`config.mk`:
```
export PLATFORM = sky130hd
export DESIGN_NAME = gpio7_port
export DESIGN_NICKNAME = d
export VERILOG_FILES = /design/src/rtl/gpio7_pkg.sv /design/src/rtl/gpio7_regs.sv /design/src/rtl/gpio7_pin.sv /design/src/rtl/gpio7_port.sv
export SDC_FILE = /design/constraint.sdc
export NUM_CORES = 1
export LEC_CHECK = 0
export BUFFER_PORTS_ARGS = -buffer_cell sky130_fd_sc_hd__buf_2
export CORE_MARGIN = 8
export CORE_UTILIZATION = 50
export DETAILED_ROUTE_END_ITERATION = 6
export HOLD_SLACK_MARGIN = 0.03
export PLACE_DENSITY_LB_ADDON = 0.1
export SYNTH_ARGS = -nofsm -noshare
export SYNTH_HDL_FRONTEND = slang
export SYNTH_SLANG_ARGS = --single-unit
```
`constraint.sdc`:
```
create_clock -name clk -period 1.09 [get_ports clk]
set_input_delay 0.109 -clock clk [delete_from_list [all_inputs] [get_ports clk]]
set_output_delay 0.109 -clock clk [all_outputs]
set_load 0.01 [all_outputs]
```
`src/rtl/gpio7_pkg.sv`:
```
package gpio7_pkg;
  localparam int NPIN   = 7;
  localparam int ADDR_W = 2;

  localparam logic [ADDR_W-1:0] ADDR_DATA  = 2'd0;
  localparam logic [ADDR_W-1:0] ADDR_DIR   = 2'd1;
  localparam logic [ADDR_W-1:0] ADDR_FUNC  = 2'd2;
  localparam logic [ADDR_W-1:0] ADDR_DRIVE = 2'd3;

  // pins 0..5 have an alternate output
  function automatic bit alt_out_ok(input int idx);
    return idx <= 5;
  endfunction

  // pins 1 and 2 pick between two strobes using the latch bit
  function automatic bit latch_pick(input int idx);
    return (idx == 1) || (idx == 2);
  endfunction
endpackage

```
`src/rtl/gpio7_regs.sv`:
```
module gpio7_regs
  import gpio7_pkg::*;
(
  input  logic              clk,
  input  logic              rst_n,
  input  logic              sel,
  input  logic              wr,
  input  logic [ADDR_W-1:0] addr,
  input  logic [NPIN-1:0]   wdata,
  input  logic [NPIN-1:0]   pad_seen,
  output logic [NPIN-1:0]   latch_q,
  output logic [NPIN-1:0]   dir_q,
  output logic [NPIN-1:0]   func_q,
  output logic [NPIN-1:0]   drive_q,
  output logic [NPIN-1:0]   rdata
);
  logic [NPIN-1:0] rd_next;

  always_comb begin
    rd_next = '0;
    unique case (addr)
      ADDR_DATA:  rd_next = pad_seen;
      ADDR_DRIVE: rd_next = drive_q;
      default:    rd_next = '0;
    endcase
  end

  always_ff @(posedge clk or negedge rst_n) begin
    if (!rst_n) begin
      latch_q <= '1;
      dir_q   <= '0;
      func_q  <= '0;
      drive_q <= '1;
      rdata   <= '0;
    end else if (sel) begin
      if (wr) begin
        unique case (addr)
          ADDR_DATA:  latch_q <= wdata;
          ADDR_DIR:   dir_q   <= wdata;
          ADDR_FUNC:  func_q  <= wdata;
          ADDR_DRIVE: drive_q <= wdata;
          default: ;
        endcase
      end else begin
        rdata <= rd_next;
      end
    end
  end
endmodule

```
`src/rtl/gpio7_pin.sv`:
```
module gpio7_pin #(
  parameter bit HAS_ALT_OUT = 1'b0,
  parameter bit LATCH_PICK  = 1'b0
) (
  input  logic dir_i,
  input  logic func_i,
  input  logic latch_i,
  input  logic alt_a_i,
  input  logic alt_b_i,
  input  logic pad_i,
  input  logic block_i,
  output logic pad_o,
  output logic pad_oe_o,
  output logic pad_seen_o
);
  logic alt_drive;
  logic alt_val;

  always_comb begin
    alt_drive  = func_i & dir_i & HAS_ALT_OUT;
    alt_val    = (LATCH_PICK && latch_i) ? alt_b_i : alt_a_i;
    pad_o      = func_i ? (alt_drive ? alt_val : 1'b0) : latch_i;
    pad_oe_o   = (func_i ? alt_drive : dir_i) & ~block_i;
    pad_seen_o = pad_i & ~block_i;
  end
endmodule

```
`src/rtl/gpio7_port.sv`:
```
module gpio7_port
  import gpio7_pkg::*;
(
  input  logic              clk,
  input  logic              rst_n,
  input  logic              bus_sel,
  input  logic              bus_wr,
  input  logic [ADDR_W-1:0] bus_addr,
  input  logic [NPIN-1:0]   bus_wdata,
  output logic [NPIN-1:0]   bus_rdata,
  input  logic              standby,
  input  logic [NPIN-1:0]   pin_in,
  output logic [NPIN-1:0]   pin_out,
  output logic [NPIN-1:0]   pin_oe,
  input  logic              rd_n,
  input  logic              nand_re_n,
  input  logic              wr_lo_n,
  input  logic              nand_we_n,
  input  logic              wr_hi_n,
  input  logic [1:0]        ext_addr,
  input  logic              rw_out,
  output logic              alt_ready,
  output logic              alt_wait_n
);
  logic [NPIN-1:0] latch_q, dir_q, func_q, drive_q;
  logic [NPIN-1:0] blocked, pad_seen, alt_a, alt_b;

  assign blocked = {NPIN{standby}} & ~drive_q;
  assign alt_a   = {1'b1, rw_out, ext_addr[1], ext_addr[0], nand_we_n, nand_re_n, rd_n};
  assign alt_b   = {4'hF, wr_hi_n, wr_lo_n, 1'b1};

  gpio7_regs u_regs (
    .clk      (clk),
    .rst_n    (rst_n),
    .sel      (bus_sel),
    .wr       (bus_wr),
    .addr     (bus_addr),
    .wdata    (bus_wdata),
    .pad_seen (pad_seen),
    .latch_q  (latch_q),
    .dir_q    (dir_q),
    .func_q   (func_q),
    .drive_q  (drive_q),
    .rdata    (bus_rdata)
  );

  for (genvar i = 0; i < NPIN; i++) begin : g_pin
    gpio7_pin #(
      .HAS_ALT_OUT (alt_out_ok(i)),
      .LATCH_PICK  (latch_pick(i))
    ) u_pin (
      .dir_i      (dir_q[i]),
      .func_i     (func_q[i]),
      .latch_i    (latch_q[i]),
      .alt_a_i    (alt_a[i]),
      .alt_b_i    (alt_b[i]),
      .pad_i      (pin_in[i]),
      .block_i    (blocked[i]),
      .pad_o      (pin_out[i]),
      .pad_oe_o   (pin_oe[i]),
      .pad_seen_o (pad_seen[i])
    );
  end

  assign alt_ready  = (func_q[5] & ~dir_q[5] & ~blocked[5]) ? pin_in[5] : 1'b1;
  assign alt_wait_n = (func_q[6] & ~dir_q[6] & ~blocked[6]) ? pin_in[6] : 1'b1;
endmodule

```
# Yosys cells after proc, flatten, opt, wreduce, memory -nomap -nowiden
# Cells that the tools add are included.
dict set report classes {
  n_eq_ne 3
  mux 25
  bitwise 36
  reduce_logical 6
}
# op n
set ops {}
lappend ops {{$and 1x1->1} 24}
lappend ops {{$mux 1} 24}
lappend ops {{$pmux 7 s2} 1}
lappend ops {{$reduce_and 3->1} 4}
lappend ops {{$not 1->1} 10}
lappend ops {{$and 7x7->7} 1}
lappend ops {{$not 7->7} 1}
lappend ops {{$eq 2x2->1 const B} 2}
lappend ops {{$eq 2x1->1 const B} 1}
lappend ops {{$logic_not 2->1} 1}
lappend ops {{$reduce_and 2->1} 1}
dict set report word_totals {
  reg_bits 35
  inputBits 29
  output_inout_bits 23
  elab_cells 75
}

# Depth between registers and ports, before layout
# Gate-level depths: netlist of the first run.
dict set report logic_depth {
  depth_word 5
  depth_mapped 5
  mapped_depth_nobuf 4
}

# Cells and area by module
# Synthesis of the first run repeated with hierarchy kept, for this count alone.
dict set report unflattened {
  cells_unflattened 138
  area_unflattened_um2 1767.9
}
# module instances cells_per_inst area_each_um2 seq_area_each_um2
set modules_own_cells {}
lappend modules_own_cells {gpio7_regs 1 95 1485.2 893.4}
lappend modules_own_cells {{gpio7_pin at g_pin[0].u_pin ...} 4 5 26.3 0.0}
lappend modules_own_cells {gpio7_port 1 10 82.6 0.0}
lappend modules_own_cells {{gpio7_pin at g_pin[1].u_pin ...} 2 5 35.0 0.0}
lappend modules_own_cells {{gpio7_pin at g_pin[6].u_pin} 1 3 25.0 0.0}

# Least setup slack after synthesis of the first run
# OpenSTA, ideal clock, no wires.
dict set report synth_timing {
  kind {input to register}
  from {input bus_addr[0]}
  to {register u_regs.latch_q[0]}
  setup_ns 0.082
  arrival_ns 0.941
  required_time_ns 1.008
  path_slack_ns 0.067
  stages 5
  path_buffers 1
  path_cell_list {inv_1 ha_1 buf_2 nand3_2 mux2_2}
}
dict set report synth_via {
  elab_chain_cells 2
}
# item line_no
set synth_lines {}
lappend synth_lines {{start, declared} gpio7_port.sv:8} ;# input logic [ADDR_W-1:0] bus_addr,
lappend synth_lines {{$logic_not 2->1} gpio7_regs.sv:37} ;# unique case (addr)
lappend synth_lines {{$reduce_and 3->1 (no source line)} --}
lappend synth_lines {{end signal, assigned} gpio7_regs.sv:38} ;# ADDR_DATA: latch_q <= wdata;
lappend synth_lines {{end, declared} gpio7_regs.sv:11} ;# output logic [NPIN-1:0] latch_q,
# Every way passes these cells.
# A chain may end at the register's enable or synchronous reset.

# Final worst setup path of the first run
dict set report layout_timing {
  from {register u_regs.latch_q[2]}
  to {output pin_out[2]}
}
dict set report layout_via {
  elab_chain_cells 3
}
# item line_no
set layout_lines {}
lappend layout_lines {{$mux 1} gpio7_pin.sv:21} ;# alt_val = (LATCH_PICK && latch_i) ? alt_b_i : alt_a_i;
lappend layout_lines {{$mux 1} gpio7_pin.sv:22} ;# pad_o = func_i ? (alt_drive ? alt_val : 1'b0) : latch_i;
lappend layout_lines {{$mux 1 *} gpio7_pin.sv:22}
lappend layout_lines {{end, declared} gpio7_port.sv:13} ;# output logic [NPIN-1:0] pin_out,
# Mark *: on every way between the ends. The rest lies on a longest branch, timed or not.

==> flow_summary.json, run 1 <==
{
  "synth.net_count": 192,
  "finalCritPeriodShare_pct": 128,
  "coreArea_sq_um": 3580,
  "clockBufferDepth": 2,
  "rsz0062_at_grt": "true",
  "synthSimpleGateAreaFrac_pct": 12.9,
  "cts_tree": "yes",
  "avgViaCountPerCell": 5.15,
  "instances_no_fill": 265,
  "utilization_pct": 65.5,
  "outcome": "finished with violations",
  "pwr-share-clk_pct": 17.7,
  "synth_warnings": 0,
  "io_buffers": 51,
  "drcViolationCount": 0,
  "cts_buffers": 5,
  "die_h_um": 76.5,
  "min_to": "u_regs.func_q[3]",
  "rrSetupSlack_ps": 30,
  "nets": 250,
  "placed_cell_area_sq_um": 2020,
  "place_hpwl_mm": 3.08,
  "dr.first_iter.drc_count": 52,
  "synth_top_family_by_area": "multiplexers",
  "dp.cells": 241,
  "wl_mm": 4.33,
  "io-pin-count": 52,
  "power_mw": 3.70,
  "pwr-share-seq_pct": 49.3,
  "p_int_mw": 2.61,
  "synth_compound_area_share_pct": 8.20,
  "die_area_sq_um": 5860,
  "worst-setup-path-type": "reg -> out",
  "place_congestion": 0.760,
  "leakagePower_nw": 1.13,
  "crit_arrival_ps": 1290,
  "netlist_area_sq_um": 1830,
  "clock.fmax_mhz": 715,
  "ys_types": 26,
  "post-place-ws_ps": -187,
  "clk_pin_slew_ps": 110,
  "grtUsageTotal_pct": 15.1,
  "worst_pin_slew_ps": 432,
  "vias": 1365,
  "synth_xor_area_share_pct": 0,
  "final_layout_size_suffix_gt1_share_pct": 67.3,
  "cp-start-kind": "flop",
  "min_from": "bus_wdata[3]",
  "crit_required_ps": 980,
  "die_x_um": 76.5,
  "start_util_pct": 51.2,
  "final_area_sq_um": 2340,
  "grt.overflow.total": 0,
  "mostFrequentLayoutCells": "44 x buf_2, 28 x mux2_2, 21 x dfrtp_1",
  "crit_fanout": 3,
  "wl_per_cell_um": 16.4,
  "ant_nets": 0,
  "setup_viol": 16,
  "firstDrtPassIters": 4,
  "grt_pass1_vias": 1456,
  "slew_violations": 0,
  "relSlewSlack_pct": 71.2,
  "worstReg2RegStart": "u_regs.drive_q[5]",
  "fill_cells": 307,
  "n_antenna_cell": 0,
  "worst_setup_path_end_kind": "primary output",
  "sw_frac_of_total_pct": 29.5,
  "clock_sink_count": 35,
  "synth_seq_area_share_pct": 48.8,
  "period_minus_slack_ps": 1400,
  "violations": "negative setup slack",
  "reg2reg_to": "u_regs.rdata[5]",
  "synthMuxAreaShare_pct": 17.2,
  "p_per_area_nw_per_um2": 1580,
  "postSynthCellCount": 158,
  "synthAdderAreaFrac_pct": 3.42,
  "grt_max_degree": 36,
  "syn_avg_cell_area_sq_um": 11.6,
  "cts-root-buf": "clkbuf_4",
  "p_comb_share_pct": 32.9,
  "ir_worst_vdd_v": 0.000880,
  "hold_depth": 2,
  "clkLatencyLatePin_ps": 340,
  "syn2layout_area_growth_pct": 27.9,
  "rows": 22,
  "antenna_found_initial": 0,
  "hold_class": "in -> reg",
  "layout_commonest_cell": "buf_2",
  "grt_pass1_wl_mm": 6.98,
  "fin_ws_ps": -308,
  "ys_ff_latch": 35,
  "maxCapViolCount": 0,
  "p_sw_mw": 1.09,
  "clock_skew_ps": 6.15,
  "hold_viol": 0,
  "reg2reg_depth": 4,
  "cts.htree.levels": 2
}
## registers in the layout (all words and copies together) (netlist names)
| signal | cells |
|---|---|
| u_regs.func_q | 7 |
| u_regs.latch_q | 7 |
| u_regs.rdata | 7 |
| u_regs.dir_q | 7 |
| u_regs.drive_q | 7 |
## metal layers
| layer | track usage, % | share of wire [%] |
|---|---|---|
| met1 | 17.4 | 43 |
| met2 | 24.8 | 49 |
| met3 | 4.72 | 6.0 |
| met4 | 7.12 | 1.8 |
| met5 | 0 | 0 |
## layout make-up
cell class / count / area (sq um) / area share, %
multi-input combinational: 96 / 861 / 36.8
clock inverter: 3 / 15.0 / 0.641
tap: 48 / 60.1 / 2.56
timing repair buffer: 69 / 442 / 18.9
clock buffer: 5 / 37.5 / 1.60
sequential: 35 / 893 / 38.1
inverter: 9 / 33.8 / 1.44
## cells by family (layout without fill, tap and decap cells)
group	after synthesis	count (layout)
simple gates	40	40
buf+inv	27	86
flops	35	35
compound gates	23	23
mux	28	28
fa+ha+maj	5	5
## worst max path at each step
stage / start / end / slack [ps] / depth (start not counted)
after detailed placement: bus_addr[1] / u_regs.rdata[6] / -190 / 6
after global routing: u_regs.latch_q[1] / pin_out[1] / -380 / 4
final: u_regs.latch_q[2] / pin_out[2] / -310 / 4
after CTS: u_regs.latch_q[2] / pin_out[2] / -320 / 4
after global placement: bus_addr[1] / u_regs.dir_q[5] / -90 / 5
after floorplan: bus_addr[0] / u_regs.latch_q[0] / 70 / 5
## per-stage QoR
step / setup TNS (ps) / hold WS (ps)
final: -3540 / 50.0
after global routing: -4430 / 47.8
after CTS: -3900 / 33.0
after detailed placement: -2340 / 168
after global placement: -1530 / 158
after floorplan: 0 / -187
## Yosys cell counts
cell type / number / area, sq um
a22o_1: 2 / 17.5
nand2b_4: 1 / 13.8
nand2b_1: 6 / 37.5
a21oi_1: 1 / 5.00
o41ai_1: 1 / 8.76
nand3_1: 5 / 25.0
and2_1: 6 / 37.5
buf_6: 2 / 22.5
nand2_1: 12 / 45.0
mux2_2: 28 / 315
buf_2: 1 / 5.00
or2_4: 1 / 8.76
a32oi_1: 6 / 52.6
nor3b_1: 1 / 7.51
inv_1: 9 / 33.8
buf_4: 15 / 113
dfrtp_1: 21 / 526
o21ai_0: 6 / 30.0
nor2_1: 1 / 3.75
nor3_1: 1 / 5.00
nand3_2: 4 / 40.0
nor2b_1: 2 / 12.5
dfstp_2: 14 / 368
o21ai_1: 6 / 30.0
a31oi_1: 1 / 6.26
ha_1: 5 / 62.6
## power groups by stage
stage                     Sequential [mW]  Clock, mW  Combinational (mW)
final                                1.83      0.655                1.22
after global routing                 1.86      0.735                1.32
after CTS                            1.82      0.690                1.16
after detailed placement             1.84          0               0.869
after global placement               1.82          0               0.838
after floorplan                      1.79          0               0.716
## worst max-delay path, stage by stage (launching register included)
cell	delay (ps)
dfstp_2	560
nand2_1	50
o21ai_1	80
a22o_1	130
buf_2	120
## timing repair
action	4_1_cts	5_1_grt
setup buffers	10	3
hold buffers	3	0
endpoints found under the hold margin	24	0
pin swaps	14	3
resized for setup	31	6
setup endpoints to repair	16	16
No activity file was read; power rests on OpenSTA's default activity.
==> inputs of run 2 (changes only) <==
Settings changed: CORE_UTILIZATION 50 to 40.
==> run 2 against run 1 <==
Combinational power barely moved. Critical endpoint is now pin_out[1]. Register-to-register slack barely moved. Total power rose by 11%. Die area rose by 20%. Largest cell class unchanged. The flow still finishes with violations (negative setup slack). Highest routed layer unchanged.
==> flow_summary.json, run 2 (synthesis results as in run 1) <==
{
  "die_h_um": 83.7,
  "clock_skew_ps": 0.729,
  "tns_ps": -2600,
  "rsz0062_at_grt": "true",
  "syn2layout_area_growth_pct": 31.2,
  "dr.first_iter.drc_count": 37,
  "firstDrtPassIters": 4,
  "maxCapViolCount": 0,
  "cts_buffers": 5,
  "outcome": "finished with violations",
  "leakagePower_nw": 1.15,
  "p_per_area_nw_per_um2": 1700,
  "period_minus_slack_ps": 1330,
  "n_antenna_cell": 0,
  "clockBufferDepth": 2,
  "antenna_found_initial": 0,
  "coreArea_sq_um": 4380,
  "final_layout_size_suffix_gt1_share_pct": 69.0,
  "worst_setup_path_end_kind": "primary output",
  "hold_viol": 0,
  "fin_ws_ps": -239,
  "grt_max_degree": 36,
  "crit_arrival_ps": 1220,
  "vias": 1347,
  "relSlewSlack_pct": 75.1,
  "cts.htree.levels": 2,
  "instances_no_fill": 268,
  "ant_nets": 0,
  "rows": 24,
  "clock.fmax_mhz": 753,
  "drcViolationCount": 0,
  "violations": "negative setup slack",
  "wl_per_cell_um": 17.1,
  "setup_viol": 16,
  "worst_pin_slew_ps": 373,
  "mostFrequentLayoutCells": "44 x buf_2, 28 x mux2_2, 20 x dfrtp_1",
  "grt_pass1_vias": 1517,
  "multi_input_area_sq_um": 865,
  "start_util_pct": 41.8,
  "grtUsageTotal_pct": 13.3,
  "io_buffers": 51,
  "die_area_sq_um": 7000,
  "hold_class": "in -> reg",
  "fill_cells": 397,
  "final_area_sq_um": 2400,
  "wl_mm": 4.58,
  "register_area_sq_um": 895,
  "worst-setup-path-type": "reg -> out",
  "finalCritPeriodShare_pct": 122,
  "clk_pin_slew_ps": 70,
  "slew_violations": 0,
  "ir_worst_vdd_v": 0.000970,
  "die_x_um": 83.7,
  "cts-root-buf": "clkbuf_8",
  "fin_hold_ws_ps": 96.8,
  "grt_pass1_wl_mm": 7.58,
  "dp.cells": 248,
  "placed_cell_area_sq_um": 2060,
  "cts_tree": "yes",
  "clkLatencyLatePin_ps": 280,
  "io-pin-count": 52,
  "nets": 249,
  "layout_commonest_cell": "buf_2",
  "crit_required_ps": 980,
  "place_congestion": 0.719,
  "place_hpwl_mm": 3.25,
  "clock_sink_count": 35,
  "grt.overflow.total": 0,
  "cp-start-kind": "flop",
  "crit_fanout": 4,
  "avgViaCountPerCell": 5.03
}
-- run 2: changes by cell type in the layout (fill, tap and decap cells not counted), sizes merged --
cell	previous run	this run
clkbuf	5	7
dlygate4sd3	3	1
clkinv	3	0
clkinvlp	0	1
buf	66	67
-- run 2: what timing repair did --
action                                 in CTS  in global routing
setup endpoints to repair                  16                 17
endpoints found under the hold margin      35                  0
buffers inserted                            8                  3
pin swaps                                  12                  6
cloned                                      0                  0
hold buffers                                1                  0
resized for setup                          27                 12
-- run 2: final timing paths --
kind	startpoint	to	slack [ps]	cells past startpoint
max	u_regs.latch_q[1]	pin_out[1]	-240	3
min	bus_wdata[1]	u_regs.drive_q[1]	100	2
max reg2reg	u_regs.drive_q[1]	u_regs.rdata[1]	30	4
min reg2reg	u_regs.rdata[3]	u_regs.rdata[3]	490	2
max in group asynchronous	rst_n	u_regs.latch_q[6]	530	3
min in group asynchronous	rst_n	u_regs.dir_q[5]	310	3
-- run 2: final cells by class --
cell class	count	share of cell area, %
Multi-Input combinational cell	96	36.0
Tap cell	52	2.71
Inverter	9	1.41
Clock inverter	1	0.312
Sequential cell	35	37.2
Clock buffer	7	4.01
Timing Repair Buffer	68	18.4
-- run 2: power breakdown --
group          internal [mW]  switching (mW)
Clock                  0.575           0.468
Sequential              1.64           0.193
Combinational          0.727           0.494
-- run 2: metrics by stage --
| step | utilization, % | worst slack [ps] | total power [mW] |
|---|---|---|---|
| 3_3_place_gp | 47.0 | -122 | 2.68 |
| 4_1_cts | 53.3 | -248 | 4.03 |
| 2_1_floorplan | - | 67.2 | 2.51 |
| 5_1_grt | 54.8 | -313 | 4.33 |
| 6_report | 54.8 | -239 | 4.10 |
| 3_5_place_dp | 47.0 | -162 | 2.72 |
-- run 2: worst max-delay path, stage by stage, from the launching register on --
cell and delay [ps]:
dfstp_2 560, o21ai_1 60, a22o_1 180, buf_2 130
-- run 2: metal layers --
layer	share of wire, %	global-route usage [%]
met5	0	0
met4	2.2	6.59
met3	4.4	3.91
met2	51	22.2
met1	43	15.2
